`config.mk`:
```
export PLATFORM = sky130hd
export DESIGN_NAME = crc16n_engine
export DESIGN_NICKNAME = d
export VERILOG_FILES = /design/src/rtl/crc16n_pkg.sv /design/src/rtl/crc16n_feeder.sv /design/src/rtl/crc16n_accum.sv /design/src/rtl/crc16n_header.sv /design/src/rtl/crc16n_engine.sv
export SDC_FILE = /design/constraint.sdc
export NUM_CORES = 1
export LEC_CHECK = 0
export ABC_AREA = 1
export BUFFER_PORTS_ARGS = -buffer_cell sky130_fd_sc_hd__buf_2
export CAP_MARGIN = 10
export CORE_UTILIZATION = 50
export CTS_CLUSTER_DIAMETER = 30
export DETAILED_ROUTE_END_ITERATION = 10
export PLACE_DENSITY = 0.79
export SLEW_MARGIN = 20
export SYNTH_ARGS = -nofsm -noshare
export SYNTH_HDL_FRONTEND = slang
export SYNTH_SLANG_ARGS = --single-unit
```
`constraint.sdc`:
```
create_clock -name clk -period 1.25 [get_ports clk]
set_input_delay 0.125 -clock clk [delete_from_list [all_inputs] [get_ports clk]]
set_output_delay 0.125 -clock clk [all_outputs]
set_load 0.01 [all_outputs]
```
`src/rtl/crc16n_pkg.sv`:
```
package crc16n_pkg;

    localparam int CRC_W  = 16;
    localparam int NIB_W  = 4;
    localparam int TAP_HI = 12;
    localparam int TAP_LO = 5;

    localparam logic [CRC_W-1:0] SPEED_TAG = 16'h03F1;
    localparam logic [CRC_W-1:0] LEN_BIAS  = 16'd2;

    typedef logic [CRC_W-1:0] crc_t;
    typedef logic [NIB_W-1:0] nib_t;

    typedef enum logic [1:0] {
        ST_READY,
        ST_SHIFT,
        ST_HOLD
    } feed_state_e;

    typedef struct packed {
        logic clear;
        logic step;
        nib_t nib;
    } feed_cmd_t;

    function automatic crc_t nibble_step(crc_t cur, nib_t nib);
        nib_t s;
        crc_t sx;
        s  = cur[CRC_W-1 -: NIB_W] ^ nib;
        sx = crc_t'(s);
        return crc_t'(cur << NIB_W) ^ crc_t'(sx << TAP_HI) ^ crc_t'(sx << TAP_LO) ^ sx;
    endfunction

endpackage

```
`src/rtl/crc16n_feeder.sv`:
```
module crc16n_feeder
    import crc16n_pkg::*;
#(
    parameter int QUAD_W = 32
) (
    input  logic              clk,
    input  logic              rst,
    input  logic              start_i,
    input  logic              in_valid_i,
    input  logic [QUAD_W-1:0] in_data_i,
    input  logic              in_last_i,
    output logic              in_ready_o,
    output logic              done_o,
    output feed_cmd_t         cmd_o
);

    localparam int NIBS  = QUAD_W / NIB_W;
    localparam int CNT_W = (NIBS > 1) ? $clog2(NIBS) : 1;
    localparam logic [CNT_W-1:0] CNT_LAST = CNT_W'(NIBS - 1);

    feed_state_e       state_q;
    logic [QUAD_W-1:0] shreg_q;
    logic [CNT_W-1:0]  cnt_q;
    logic              last_q;
    logic              done_q;

    always_ff @(posedge clk) begin
        if (rst) begin
            state_q <= ST_READY;
            shreg_q <= '0;
            cnt_q   <= '0;
            last_q  <= 1'b0;
            done_q  <= 1'b0;
        end else begin
            done_q <= 1'b0;
            if (start_i) begin
                state_q <= ST_READY;
                cnt_q   <= '0;
                last_q  <= 1'b0;
                if (in_valid_i && state_q == ST_READY) begin
                    state_q <= ST_SHIFT;
                    shreg_q <= in_data_i;
                    last_q  <= in_last_i;
                end
            end else begin
                case (state_q)
                    ST_READY: begin
                        if (in_valid_i) begin
                            state_q <= ST_SHIFT;
                            shreg_q <= in_data_i;
                            last_q  <= in_last_i;
                            cnt_q   <= '0;
                        end
                    end
                    ST_SHIFT: begin
                        shreg_q <= shreg_q << NIB_W;
                        if (cnt_q == CNT_LAST) begin
                            cnt_q   <= '0;
                            state_q <= last_q ? ST_HOLD : ST_READY;
                            done_q  <= last_q;
                        end else begin
                            cnt_q <= cnt_q + 1'b1;
                        end
                    end
                    default: begin
                        state_q <= ST_HOLD;
                    end
                endcase
            end
        end
    end

    always_comb begin
        in_ready_o  = (state_q == ST_READY);
        done_o      = done_q;
        cmd_o.clear = start_i;
        cmd_o.step  = (state_q == ST_SHIFT) && !start_i;
        cmd_o.nib   = shreg_q[QUAD_W-1 -: NIB_W];
    end

endmodule

```
`src/rtl/crc16n_accum.sv`:
```
module crc16n_accum
    import crc16n_pkg::*;
(
    input  logic      clk,
    input  logic      rst,
    input  feed_cmd_t cmd_i,
    output crc_t      crc_o
);

    crc_t crc_q;

    always_ff @(posedge clk) begin
        if (rst || cmd_i.clear) begin
            crc_q <= '0;
        end else if (cmd_i.step) begin
            crc_q <= nibble_step(crc_q, cmd_i.nib);
        end
    end

    assign crc_o = crc_q;

endmodule

```
`src/rtl/crc16n_header.sv`:
```
module crc16n_header
    import crc16n_pkg::*;
(
    input  crc_t        crc_i,
    input  crc_t        count_i,
    input  logic        speed_i,
    output logic [31:0] word_o
);

    crc_t upper;

    always_comb begin
        upper  = speed_i ? SPEED_TAG : crc_t'(count_i + LEN_BIAS);
        word_o = {upper, crc_i};
    end

endmodule

```
`src/rtl/crc16n_engine.sv`:
```
module crc16n_engine
    import crc16n_pkg::*;
#(
    parameter int QUAD_W = 32
) (
    input  logic              clk,
    input  logic              rst,
    input  logic              start_i,
    input  logic              in_valid_i,
    input  logic [QUAD_W-1:0] in_data_i,
    input  logic              in_last_i,
    output logic              in_ready_o,
    output logic              done_o,
    output logic [15:0]       crc_o,
    input  logic [15:0]       hdr_count_i,
    input  logic              hdr_speed_i,
    output logic [31:0]       hdr_word_o
);

    feed_cmd_t cmd;
    crc_t      crc_w;

    crc16n_feeder #(.QUAD_W(QUAD_W)) u_feed (
        .clk        (clk),
        .rst        (rst),
        .start_i    (start_i),
        .in_valid_i (in_valid_i),
        .in_data_i  (in_data_i),
        .in_last_i  (in_last_i),
        .in_ready_o (in_ready_o),
        .done_o     (done_o),
        .cmd_o      (cmd)
    );

    crc16n_accum u_acc (
        .clk   (clk),
        .rst   (rst),
        .cmd_i (cmd),
        .crc_o (crc_w)
    );

    crc16n_header u_hdr (
        .crc_i   (crc_w),
        .count_i (hdr_count_i),
        .speed_i (hdr_speed_i),
        .word_o  (hdr_word_o)
    );

    assign crc_o = crc_w;

endmodule

```
==> flow_metrics.tcl, run 1 <==
set metrics [dict create \
    grt_usage 0.2187 \
    final_cells 672 \
    drt_pass1_iterations 4 \
    clk_latency_ps 310 \
    synth.distinct_cells 26 \
    netlist_area_um2 3229 \
    max-clock-path-buffers 2 \
    post-place-ws_ps -20.62 \
    place_area_um2 3716 \
    post-route-drc-count 0 \
    cts_root_buf "clkbuf_8" \
    core_area_um2 6061 \
    drt-total-wl_um 7848 \
    fin_crit_ps 1231 \
    worstRegToRegCells 8 \
    n_fill_cell 577 \
    netlist_instances 497 \
    required_ps 1120 \
    timing.hold.ws_ps 23.12 \
    grt_setup_unrepaired "yes" \
    overflow 0 \
    p_leak_nw 2.052 \
    synth_top_area_frac 0.3410 \
    endpoint_kind "primary output" \
    synth_seq_cells 55 \
    vias 3252 \
    grt_max_degree 35 \
    path_clk_slew_ps 90 \
    syn_nets 554 \
    worst_pin_slew_ps 256.1 \
    grt_pass1_wl_um 11680 \
    p_switching_w 0.001200 \
    yosys-top-cells-area "dfxtp_1, nand2_1, nor2_1" \
    yosysTopAreaCell "dfxtp_1" \
    fmax_ghz 0.8125 \
    final_layout_size_suffix_gt1_frac 0.3116 \
    p_comb_frac 0.242 \
    hp-class "in -> reg" \
    worstHoldEndpoint "u_feed.state_q[0]$_SDFFE_PP0P_" \
    pwr-share-seq 0.496 \
    fp.dieH_um 82.37 \
    power_frac_clock 0.262 \
    place_congestion 0.8668 \
    reg2reg_slack_ps 30 \
    report.final.setup_viol 0 \
    hold_start "rst" \
    drv_slew 0 \
    antenna_found_initial 0 \
    wl_per_cell_um 11.68 \
    first_iter_violations 171 \
    timing.rr.end "u_acc.crc_o[6]$_SDFFE_PP0P_" \
    cts_sinks 55 \
    worstPathArrival_ps 1110 \
    area_delta_synth_final_pct 25.57 \
    p_sw_frac 0.3060 \
    start_util 0.5328 \
    numCtsBuffers 5 \
    timing.final.crit_share 0.9846 \
    hold_viol_final 0 \
    run_status "finished, final reports clean" \
    fin_skew_ps 10.50 \
    final_nets 653 \
    power_density_nw_per_um2 967.2 \
    grt_pass1_vias 2761 \
    rows 28 \
    yosysWarnings 0 \
    cp_max_fo 3 \
    maxSlewHeadroom 0.8291 \
    startpoint_type "flip-flop" \
    synth-seq-area-share 0.3410 \
    postSynthAreaPerCell_um2 6.498 \
    hold_depth 2 \
    cts-htree-levels 2 \
    hold_buffers 0 \
    r2r-start "u_feed.state_q[1]$_SDFFE_PP0P_" \
    cts_tree "done" \
    stdcell_area_um2 4055 \
    setup_ws_ps 19.20 \
    antenna_cells 0 \
    ant_nets 0 \
    peakVddDrop_v 0.0006159 \
    drv_cap 0 \
    p_int_w 0.002722 \
    viasPerCell 4.839 \
    die_w_um 82.37 \
    hpwl_um 5273 \
    placed_cells 656 \
    crit_type "reg -> out" \
    port_buffers 103 \
    setup_tns_ps 0 \
    io_pins 104 \
    dieArea_um2 6784 \
]
-- layer usage --
| metal | global-route usage | wire length (um) |
|---|---|---|
| met4 | 0.05614 | 57 |
| met2 | 0.3926 | 3897 |
| met5 | 0 | 0 |
| met3 | 0.03516 | 324 |
| met1 | 0.2695 | 3568 |
-- cells in the mapped netlist --
master	instances
nand2_1	127
nor2_1	102
inv_1	71
dfxtp_1	55
a21oi_1	26
o21ai_0	25
nor3_2	22
buf_4	18
nand3_1	9
buf_6	8
clkbuf_1	4
nor2_2	4
o21ai_1	4
ha_1	3
nand4_1	3
buf_2	2
nand2_4	2
nand3b_1	2
nor2_4	2
nor3_1	2
a31oi_1	1
buf_8	1
inv_2	1
nand2_8	1
o21ai_2	1
or2_2	1
-- layout make-up --
cell class	instances	area, um2	share of cell area
multi-input cells	338	1688	0.4162
flip-flops and latches	55	1104	0.2721
repair buffers	124	804.5	0.1984
inverters	72	270.3	0.06665
well taps	75	93.84	0.02314
clock buffers	7	86.33	0.02129
clock inverters	1	8.758	0.002160
-- critical path, stage by stage, from the launching register on --
cell and delay, ps:
dfxtp_2 360, nor2_2 180, buf_4 150, buf_2 120
-- power by group through the flow --
stage                     clock [W]  sequential, W  combinational (W)
after floorplan                   0        0.00198           0.000610
after global placement            0        0.00198           0.000826
after detailed placement          0        0.00198           0.000848
after CTS                   0.00107        0.00194           0.000854
after global routing        0.00112        0.00196            0.00107
final                       0.00103        0.00194           0.000949
-- sequential cells by signal, summed over array words and instances, names as in the netlist --
register / cells
u_feed.last_q: 1
u_feed.shreg_q: 32
u_feed.done_o: 1
u_feed.state_q: 2
u_feed.cnt_q: 3
u_acc.crc_o: 16
-- cells by family (layout without fill, tap and decap cells) --
| kind of cell | Yosys count | count (layout) | share of synthesized area |
|---|---|---|---|
| compound gates | 57 | 57 | 0.08989 |
| fa+ha+maj | 3 | 3 | 0.01162 |
| buf+inv | 105 | 204 | 0.1658 |
| flops | 55 | 55 | 0.3410 |
| simple gates | 277 | 278 | 0.3917 |
-- timing repair --
action | in CTS | in global routing
buffers inserted | 0 | 3
gates resized for setup | 2 | 35
pin swaps | 0 | 11
setup endpoints to repair | 2 | 36
cloned | 0 | 5
-- cells in the final DEF (no fill, tap or decap), types with 4 or more instances in the layout --
| cell type | count |
|---|---|
| a21oi_1 | 26 |
| buf_2 | 101 |
| buf_4 | 12 |
| clkbuf_16 | 4 |
| clkbuf_8 | 6 |
| dfxtp_1 | 53 |
| inv_1 | 70 |
| nand2_1 | 123 |
| nand3_1 | 6 |
| nor2_1 | 95 |
| nor2_2 | 11 |
| nor3_2 | 22 |
| o21ai_0 | 19 |
| o21ai_1 | 8 |
-- how the worst max path moves through the flow --
| stage | startpoint | endpoint | cells after the start | slack, ps |
|---|---|---|---|---|
| detailed placement | hdr_count_i[1] | hdr_word_o[27] | 10 | -20 |
| floorplan | u_feed.state_q[1]$_SDFFE_PP0P_ | u_feed.shreg_q[11]$_SDFFE_PP0P_ | 6 | 20 |
| CTS | u_feed.state_q[1]$_SDFFE_PP0P_ | in_ready_o | 3 | 7 |
| global placement | hdr_count_i[1] | hdr_word_o[27] | 10 | 8 |
| finish | u_feed.state_q[1]$_SDFFE_PP0P_ | in_ready_o | 3 | 20 |
| global route | u_feed.state_q[1]$_SDFFE_PP0P_ | u_acc.crc_o[6]$_SDFFE_PP0P_ | 8 | -60 |
-- through the flow --
| stage | total power (W) | utilization |
|---|---|---|
| global placement | 0.002804 | 0.6131 |
| CTS | 0.003864 | 0.6301 |
| finish | 0.003922 | 0.6691 |
| global route | 0.004155 | 0.6691 |
| floorplan | 0.002586 | - |
| detailed placement | 0.002831 | 0.6131 |
No activity file was read; power rests on OpenSTA's default activity.
==> run 2, diff against run 1 <==
--- a/config.mk
+++ b/config.mk
@@ -6,12 +6,12 @@
 export NUM_CORES = 1
 export LEC_CHECK = 0
 export ABC_AREA = 1
-export BUFFER_PORTS_ARGS = -buffer_cell sky130_fd_sc_hd__buf_2
 export CAP_MARGIN = 10
 export CORE_UTILIZATION = 50
 export CTS_CLUSTER_DIAMETER = 30
 export DETAILED_ROUTE_END_ITERATION = 10
-export PLACE_DENSITY = 0.79
+export DONT_BUFFER_PORTS = 1
+export GPL_ROUTABILITY_DRIVEN = 0
 export SLEW_MARGIN = 20
 export SYNTH_ARGS = -nofsm -noshare
 export SYNTH_HDL_FRONTEND = slang
==> run 2 against run 1 <==
Critical path depth grew 5. Cell count shrank 13%. Total power shrank 0.49%. Maximum frequency grew 4.9%. Setup slack gained 57 ps. Via count shrank 13%. Final area shrank 13%. Worst hold slack lost 14 ps. Core utilization shrank 8.5 points. Critical path type is now reg -> reg. Critical endpoint is now u_feed.shreg_q[16]$_SDFFE_PP0P_. Highest routed layer unchanged.
==> flow_metrics.tcl, run 2 (synthesized netlist as in run 1, its figures left out) <==
set metrics [dict create \
    run_status "finished, final reports clean" \
    path_clk_slew_ps 100 \
    largest_register_ff_count 32 \
    ant_nets 0 \
    grt_usage 0.2019 \
    hold_viol_final 0 \
    report.final.setup_viol 0 \
    p_comb_frac 0.189 \
    power_frac_clock 0.312 \
    grt_max_degree 25 \
    hp-class "in -> reg" \
    final_layout_size_suffix_gt1_frac 0.1588 \
    fin_skew_ps 4.443 \
    dieArea_um2 6784 \
    clk_latency_ps 300 \
    numCtsBuffers 5 \
    core_area_um2 6061 \
    startpoint_type "flip-flop" \
    total_power_w 0.003903 \
    final_common_cell "nand2_1" \
    drt-total-wl_um 6464 \
    final_nets 566 \
    fp.dieH_um 82.37 \
    grt_setup_unrepaired "yes" \
    cts_sinks 55 \
    port_buffers 0 \
    hpwl_um 4924 \
    fin_crit_ps 1173 \
    p_switching_w 0.001136 \
    grt_pass1_wl_um 10700 \
    pwr-share-seq 0.498 \
    vias 2817 \
    post-route-drc-count 0 \
    regMostFlops "u_feed.shreg_q" \
    drt_pass1_iterations 4 \
    fmax_ghz 0.8523 \
    first_iter_violations 79 \
    drv_slew 0 \
    grt_pass1_vias 2496 \
    p_int_w 0.002767 \
    antenna_found_initial 0 \
    start_util 0.5328 \
    rows 28 \
    cts_root_buf "clkbuf_8" \
    cts_tree "done" \
    antenna_cells 0 \
    final_cell_mix "nand2_1, nor2_1, inv_1, dfxtp_1" \
    peakVddDrop_v 0.0005717 \
    viasPerCell 4.815 \
    p_sw_frac 0.2910 \
    utilization 0.5840 \
    crit_type "reg -> reg" \
    timing.final.crit_share 0.9387 \
    endpoint_kind "flip-flop" \
    overflow 0 \
    max-clock-path-buffers 2 \
    drv_cap 0 \
    maxSlewHeadroom 0.7352 \
    power_density_nw_per_um2 1103 \
    wl_per_cell_um 11.05 \
    cts-htree-levels 2 \
    worstPathArrival_ps 1380 \
    worst_pin_slew_ps 393.1 \
    cp_max_fo 12 \
    required_ps 1460 \
    p_leak_nw 1.649 \
    io_pins 104 \
    die_w_um 82.37 \
    area_delta_synth_final_pct 9.609 \
]
==> run 2: cell types whose count changed in the layout (fill, tap and decap cells not counted), sizes merged <==
| cell | previous run | this run |
|---|---|---|
| clkbuf | 11 | 5 |
| buf | 120 | 29 |
| nand2 | 131 | 130 |
| dlygate4sd3 | 0 | 9 |
| inv | 72 | 73 |
| bufinv | 0 | 1 |
==> run 2: per-layer routing <==
metal | GRT usage | part of all wire | vias up
li1 | - | - | 1521
met1 | 0.2411 | 0.46 | 1226
met2 | 0.3521 | 0.46 | 63
met3 | 0.05604 | 0.070 | 7
met4 | 0.05614 | 0.011 | 0
met5 | 0 | 0 | -
==> run 2: layout make-up <==
class / count / area [um2]
Inverter: 72 / 270.3
Tap cell: 75 / 93.84
Sequential cell: 55 / 1106
Clock buffer: 5 / 68.82
Clock inverter: 3 / 47.55
Timing Repair Buffer: 38 / 336.6
Multi-Input combinational cell: 337 / 1617
Fill cell: 663 / 2521
==> run 2: power by group through the flow <==
stage / Combinational (W) / Clock, W / Sequential [W]
4_1_cts: 0.000742 / 0.00125 / 0.00195
5_1_grt: 0.000858 / 0.00131 / 0.00196
6_report: 0.000739 / 0.00122 / 0.00195
2_1_floorplan: 0.000610 / 0 / 0.00198
3_5_place_dp: 0.000716 / 0 / 0.00199
3_3_place_gp: 0.000707 / 0 / 0.00198
==> run 2: worst max-delay path, cell delays in order (launching register included) <==
cell and delay (ps):
dfxtp_2 390, inv_2 60, nor2_4 100, nand2_4 80, buf_4 180, nand2_1 70
nand2_1 50, nor2_1 90, nor2_1 50
==> run 2: metrics by stage <==
step	std cells	setup WS, ps	area (um2)	TNS [ps]	hold slack (ps)
after global routing	585	-1.422	3540	-2.620	10.86
final	585	76.64	3540	0	8.740
after global placement	568	62.89	3301	0	197.3
after floorplan	497	19.89	3229	0	194.1
after CTS	585	5.555	3507	0	1.885
after detailed placement	568	24.39	3301	0	197.5
==> run 2: what timing repair did <==
| item | in CTS | in global routing |
|---|---|---|
| endpoints found under the hold margin | 10 | 0 |
| gates resized for setup | 0 | 20 |
| setup endpoints to repair | 0 | 42 |
| hold buffers | 9 | 0 |
| buffers inserted | 0 | 0 |
==> run 2: path summary, 6_finish.rpt <==
| check | from | endpoint | slack [ps] | depth (start not counted) |
|---|---|---|---|---|
| worst max register to register | u_feed.state_q[0]$_SDFFE_PP0P_ | u_feed.shreg_q[16]$_SDFFE_PP0P_ | 80 | 8 |
| worst min-delay path | in_data_i[21] | u_feed.shreg_q[21]$_SDFFE_PP0P_ | 9 | 2 |
| worst min register to register | u_feed.cnt_q[1]$_SDFFE_PP0P_ | u_feed.cnt_q[1]$_SDFFE_PP0P_ | 480 | 2 |
| worst max-delay path | u_feed.state_q[0]$_SDFFE_PP0P_ | u_feed.shreg_q[16]$_SDFFE_PP0P_ | 80 | 8 |
